--- src/rtl/sys_time_pkg.sv ---
package sys_time_pkg;

    typedef enum logic [1:0] {
        SLEW_NOM  = 2'd0,
        SLEW_SLOW = 2'd1,
        SLEW_FAST = 2'd2
    } slew_e;

endpackage

--- src/rtl/st_offset_ext.sv ---
// Width adapter for the offset register: a narrow offset is zero-extended,
// a wide input is truncated to the stored width.
module st_offset_ext #(
    parameter int IN_W  = 64,
    parameter int OUT_W = 64
) (
    input  logic [IN_W-1:0]  din,
    output logic [OUT_W-1:0] dout
);
    generate
        if (IN_W >= OUT_W) begin : g_trunc
            assign dout = din[OUT_W-1:0];
        end else begin : g_zext
            assign dout = {{(OUT_W-IN_W){1'b0}}, din};
        end
    endgenerate
endmodule

--- src/rtl/st_err_cmp.sv ---
// Signed comparison of delay-corrected local system time against a received time.
module st_err_cmp
    import sys_time_pkg::*;
#(
    parameter int TIME_W  = 64,
    parameter int DELAY_W = 32
) (
    input  logic [TIME_W-1:0]  local_time,
    input  logic [TIME_W-1:0]  offset,
    input  logic [DELAY_W-1:0] delay,
    input  logic [TIME_W-1:0]  rx_time,
    output slew_e              slew_new
);
    logic [TIME_W-1:0] delay_ext;
    logic [TIME_W-1:0] err;

    st_offset_ext #(.IN_W(DELAY_W), .OUT_W(TIME_W)) dly_ext_i (
        .din  (delay),
        .dout (delay_ext)
    );

    always_comb begin
        err = local_time + offset - delay_ext - rx_time;
        if (err == '0) begin
            slew_new = SLEW_NOM;
        end else if (err[TIME_W-1]) begin
            slew_new = SLEW_FAST;   // behind the reference
        end else begin
            slew_new = SLEW_SLOW;   // ahead of the reference
        end
    end
endmodule

--- src/rtl/st_rate_gen.sv ---
// Picks the per-tick increment and advances the corrected-tick counter.
module st_rate_gen
    import sys_time_pkg::*;
#(
    parameter int TIME_W  = 64,
    parameter int PER_W   = 16,
    parameter int NOM_INC = 10
) (
    input  logic              tick_en,
    input  logic              restart,
    input  slew_e             slew,
    input  logic [PER_W-1:0]  cnt_q,
    input  logic [PER_W-1:0]  period_q,
    output logic [TIME_W-1:0] inc,
    output logic [PER_W-1:0]  cnt_d
);
    localparam logic [TIME_W-1:0] INC_NOM  = TIME_W'(NOM_INC);
    localparam logic [TIME_W-1:0] INC_SLOW = TIME_W'(NOM_INC - 1);
    localparam logic [TIME_W-1:0] INC_FAST = TIME_W'(NOM_INC + 1);

    logic [PER_W:0] cnt_plus;
    logic           group_end;

    always_comb begin
        cnt_plus  = {1'b0, cnt_q} + 1'b1;
        group_end = (cnt_plus >= {1'b0, period_q});

        if (!tick_en) begin
            inc = '0;
        end else if (group_end && slew == SLEW_SLOW) begin
            inc = INC_SLOW;
        end else if (group_end && slew == SLEW_FAST) begin
            inc = INC_FAST;
        end else begin
            inc = INC_NOM;
        end

        if (restart) begin
            cnt_d = '0;
        end else if (tick_en) begin
            cnt_d = group_end ? '0 : cnt_plus[PER_W-1:0];
        end else begin
            cnt_d = cnt_q;
        end
    end
endmodule

--- src/rtl/sys_time_drift_top.sv ---
module sys_time_drift_top
    import sys_time_pkg::*;
#(
    parameter int TIME_W     = 64,
    parameter int OFFSET_W   = 64,
    parameter int DELAY_W    = 32,
    parameter int PER_W      = 16,
    parameter int NOM_INC    = 10,
    parameter int DEF_PERIOD = 4
) (
    input  logic                clk,
    input  logic                rst_n,
    input  logic                tick_en,
    input  logic                ofs_wr,
    input  logic [OFFSET_W-1:0] ofs_data,
    input  logic                dly_wr,
    input  logic [DELAY_W-1:0]  dly_data,
    input  logic                rx_wr,
    input  logic [TIME_W-1:0]   rx_time,
    input  logic                period_wr,
    input  logic [PER_W-1:0]    period_data,
    output logic [TIME_W-1:0]   sys_time
);
    typedef struct packed {
        logic [TIME_W-1:0]  local_t;
        logic [TIME_W-1:0]  offset;
        logic [DELAY_W-1:0] delay;
        logic [PER_W-1:0]   period;
        logic [PER_W-1:0]   cnt;
        slew_e              slew;
    } state_t;

    state_t st_q, st_d;

    logic [TIME_W-1:0] ofs_ext;
    logic [TIME_W-1:0] inc;
    logic [PER_W-1:0]  cnt_next;
    slew_e             slew_new;

    st_offset_ext #(.IN_W(OFFSET_W), .OUT_W(TIME_W)) ofs_ext_i (
        .din  (ofs_data),
        .dout (ofs_ext)
    );

    st_err_cmp #(.TIME_W(TIME_W), .DELAY_W(DELAY_W)) err_i (
        .local_time (st_q.local_t),
        .offset     (st_q.offset),
        .delay      (st_q.delay),
        .rx_time    (rx_time),
        .slew_new   (slew_new)
    );

    st_rate_gen #(.TIME_W(TIME_W), .PER_W(PER_W), .NOM_INC(NOM_INC)) rate_i (
        .tick_en  (tick_en),
        .restart  (rx_wr),
        .slew     (st_q.slew),
        .cnt_q    (st_q.cnt),
        .period_q (st_q.period),
        .inc      (inc),
        .cnt_d    (cnt_next)
    );

    always_comb begin
        st_d         = st_q;
        st_d.local_t = st_q.local_t + inc;
        st_d.cnt     = cnt_next;
        if (ofs_wr)    st_d.offset = ofs_ext;
        if (dly_wr)    st_d.delay  = dly_data;
        if (period_wr) st_d.period = period_data;
        if (rx_wr)     st_d.slew   = slew_new;
    end

    always_ff @(posedge clk) begin
        if (!rst_n) begin
            st_q.local_t <= '0;
            st_q.offset  <= '0;
            st_q.delay   <= '0;
            st_q.period  <= PER_W'(DEF_PERIOD);
            st_q.cnt     <= '0;
            st_q.slew    <= SLEW_NOM;
        end else begin
            st_q <= st_d;
        end
    end

    assign sys_time = st_q.local_t + st_q.offset;

endmodule

--- config.mk ---
export PLATFORM = sky130hd
export DESIGN_NAME = sys_time_drift_top
export DESIGN_NICKNAME = d
export VERILOG_FILES = /design/src/rtl/sys_time_pkg.sv /design/src/rtl/st_offset_ext.sv /design/src/rtl/st_err_cmp.sv /design/src/rtl/st_rate_gen.sv /design/src/rtl/sys_time_drift_top.sv
export SDC_FILE = /design/constraint.sdc
export NUM_CORES = 1
export LEC_CHECK = 0
export BUFFER_PORTS_ARGS = -buffer_cell sky130_fd_sc_hd__buf_2
export CAP_MARGIN = 15
export CORE_UTILIZATION = 60
export DETAILED_ROUTE_END_ITERATION = 7
export PLACE_DENSITY_LB_ADDON = 0.3
export SLEW_MARGIN = 20
export SYNTH_ARGS = -nofsm -noshare
export SYNTH_HDL_FRONTEND = slang
export SYNTH_SLANG_ARGS = --single-unit
--- constraint.sdc ---
create_clock -name clk -period 6.8 [get_ports clk]
set_input_delay 0 -clock clk [delete_from_list [all_inputs] [get_ports clk]]
set_output_delay 0 -clock clk [all_outputs]
set_load 0.005 [all_outputs]
==> qor.txt <==
Worst reg2reg path startpoint = st_q[66]
Largest family of logic cells by synthesized area = simple AND/OR/NAND/NOR gates
Initial antenna violation count = 0
Leakage = 10.4 nW
Hold depth = 4
Cells after DPL = 2843
Cell count after synthesis = 2289
All-Layer GR Usage = 0.369
DRC = 0
Count of cell types in the netlist = 89
Max-capacitance violation count = 0
Via density = 6.06
Die Height = 176 µm
Worst Hold Launch = tick_en
Non-Filler Instances = 2991
Data required, critical path = 7210 ps
Peak supply drop = 190 µV
Status = finished clean
Min-delay worst type = input pin to flop
Startpoint class of the critical path = flop
Grt ovf = 0
WS Path Type = flop to flop
CTS Sinks = 194
Synth Flop Type = dfxtp_1
TritonCTS clock tree = built
Crit. Startpoint = st_q[66]
Number of synthesized flops with an enable pin = 0
DR WL/cell = 19.4 µm
Post-synthesis compound-gate area fraction = 0.206
Hold endpoint = st_q[4]
Worst-margin pin slew = 1080 ps
Worst EP arrival = 6980 ps
Detailed-route via count = 18100
Yosys warnings = 0
Initial Util = 0.612
Area grow syn2layout = 18.8%
Die Area = 31100 µm²
Clock-pin slew on the worst setup and hold paths = 80 ps
Clock Skew = 32.7 ps
Num CTS Buffers = 17
Slew Viols, Final = 0
Final period utilization = 0.966
First-pass GRT wire length = 90.6 mm
CP endpoint kind = flop
Post-synthesis register bit count = 194
R2R cell count = 25
IO buf count = 246
Min Tclk post-route = 6570 ps
Site Rows = 63
Diode count = 0
Worst-path fanout max = 12
Worst r2r dst = st_q[1]
Core Box Area = 29800 µm²
Largest net degree at the start of global routing = 98
Vias in the first global route = 17500
Max-slew headroom = 0.278
Final #Nets = 2982
Syn avg cell area = 7.97 µm²
Register area share after synthesis = 0.213
H-tree depth = 4
Clk buf depth = 2
Ports = 247
Setup violators final = 0
CTS root buf = clkbuf_16
Largest regs = st_q: 194 flops
Post-detail-place hpwl = 43.8 mm
Final hold violation count = 0
Worst setup margin = 232 ps
Post-DRT Antenna Nets = 0
Syn nets = 2683
Post-Synth XOR/XNOR Area = 0.0778
Routed WL = 58.0 mm
Number of flip-flops in the largest register = 194
Post-Synth Simple-Gate Area = 0.211
Ys async rst share = 0
Share of layout cells above drive strength 1 = 0.141
Flop2flop setup slack = 230 ps
Largest register by flop count = st_q
GPL Wtd Cong = 1.03
Setup WS pre-CTS = 86.0 ps
Multiplexer share of the synthesized area = 0.0671
Mapped Area = 18200 µm²
Die W = 176 µm
Detailed Routing Iterations Pass 1 = 6
Clk_lat worst skew = 480 ps
Initial detailed-routing violation count = 1807
Pwr dens = 186 nW/µm²
Adder-cell share of the synthesized area = 0.159
Max Freq = 152 MHz
cell usage after synthesis, types with 6 or more instances:
cell	n	area [µm²]
inv_1	214	803
dfxtp_1	194	3880
ha_1	177	2210
nand2_1	154	578
a21oi_1	142	711
nor2b_1	137	857
nor2_1	127	477
mux2i_1	120	1200
xnor2_1	114	998
clkbuf_1	80	300
a21o_1	79	593
o21ai_0	75	375
nand3_1	57	285
nand4_1	56	350
and2_1	54	338
xor2_1	48	420
fa_1	34	681
o21a_1	31	233
o21bai_1	27	203
or3_1	25	156
nor3_1	24	120
and3_1	23	144
a21boi_0	20	150
a211oi_1	19	143
nand2b_1	19	119
a31oi_1	18	113
a22o_1	15	131
o211ai_1	15	113
buf_2	14	70.1
nor4_1	13	81.3
a41o_1	12	120
or2_2	9	56.3
a211o_1	8	70.1
buf_1	7	26.3
o221ai_1	7	61.3
o31ai_1	7	52.6
a2111oi_0	6	52.6
and4_1	6	52.6
nor3b_1	6	45.0
or4_1	6	45.0
per-stage QoR:
stage          total power (W)  setup TNS [ps]  hold slack, ps   util  cell area (µm²)
2_1_floorplan          0.00234               0             130      -            18200
3_3_place_gp           0.00280               0             230  0.662            19700
3_5_place_dp           0.00281               0             227  0.662            19700
4_1_cts                0.00395               0            22.7  0.721            21500
5_1_grt                0.00421           -67.0            70.0  0.727            21700
6_report               0.00403               0            42.7  0.727            21700
critical path, cell delays in order (launching register included):
cell and delay, ps:
dfxtp_1 320, ha_1 240, fa_1 420, a21o_1 180
a21oi_1 190, o21a_1 180, o21a_1 220, a211oi_1 130
o21ai_1 200, nand2_1 180, a31oi_1 250, xnor2_1 210
fa_1 470, ha_1 550, and4_1 290, nand3_1 220
o21ai_4 280, nor3_1 130, a211oi_2 340, o2111a_2 280
a21boi_2 90, o21a_1 200, o211a_1 240, a2111o_1 380
nand4_1 140, o21a_1 140
what timing repair did:
action	in CTS	in global routing
gates resized for setup	0	39
setup buffers	0	3
hold buffers	113	0
setup endpoints to repair	0	6
hold endpoints to repair	114	0
area by class of cell:
type,count,area [µm²]
multi-input cells,1776,13300
fillers,2283,8130
flip-flops and latches,194,3880
repair buffers,385,2560
inverters,214,803
well taps,390,488
clock buffers,18,439
clock inverters,14,191
where the power goes:
| group | internal, W | switching [W] |
|---|---|---|
| combinational | 0.000681 | 0.00103 |
| sequential | 0.00118 | 0.0000368 |
| clock | 0.000542 | 0.000560 |
| total | 0.00240 | 0.00162 |
worst max-delay path by stage:
| stage | depth (start not counted) | end | slack (ps) |
|---|---|---|---|
| 3_3_place_gp | 25 | st_q[1] | 200 |
| 5_1_grt | 30 | st_q[0] | -50 |
| 4_1_cts | 30 | st_q[0] | 30 |
| 3_5_place_dp | 30 | st_q[0] | 90 |
| 2_1_floorplan | 29 | st_q[192] | 780 |
| 6_report | 25 | st_q[1] | 230 |
routing by layer:
layer / track usage / routed length [µm] / vias to the layer above
li1: - / - / 8652
met1: 0.471 / 24600 / 8487
met2: 0.607 / 26900 / 824
met3: 0.0588 / 4050 / 167
met4: 0.180 / 2470 / 0
met5: 0 / 0 / -
kinds of logic after synthesis:
logic type,after synthesis
simple gates,733
compound gates,548
buf+inv,319
fa+ha+maj,211
flops,194
xor+xnor,162
mux,122
layout by cell type (no fill, tap or decap), types with 28 or more instances in the layout:
cell,netlist,final
inv_1,214,214
o21ai_0,75,72
a21o_1,79,79
ha_1,177,173
dlygate4sd3_1,0,113
nand3_1,57,57
nor2b_1,137,135
buf_4,2,28
o21a_1,31,31
dfxtp_1,194,193
nand2_1,154,154
a21oi_1,142,136
xnor2_1,114,113
nand4_1,56,56
mux2i_1,120,120
nor2_1,127,126
and2_1,54,54
xor2_1,48,47
fa_1,34,34
buf_2,14,244
(Power assumes the default switching activity.)
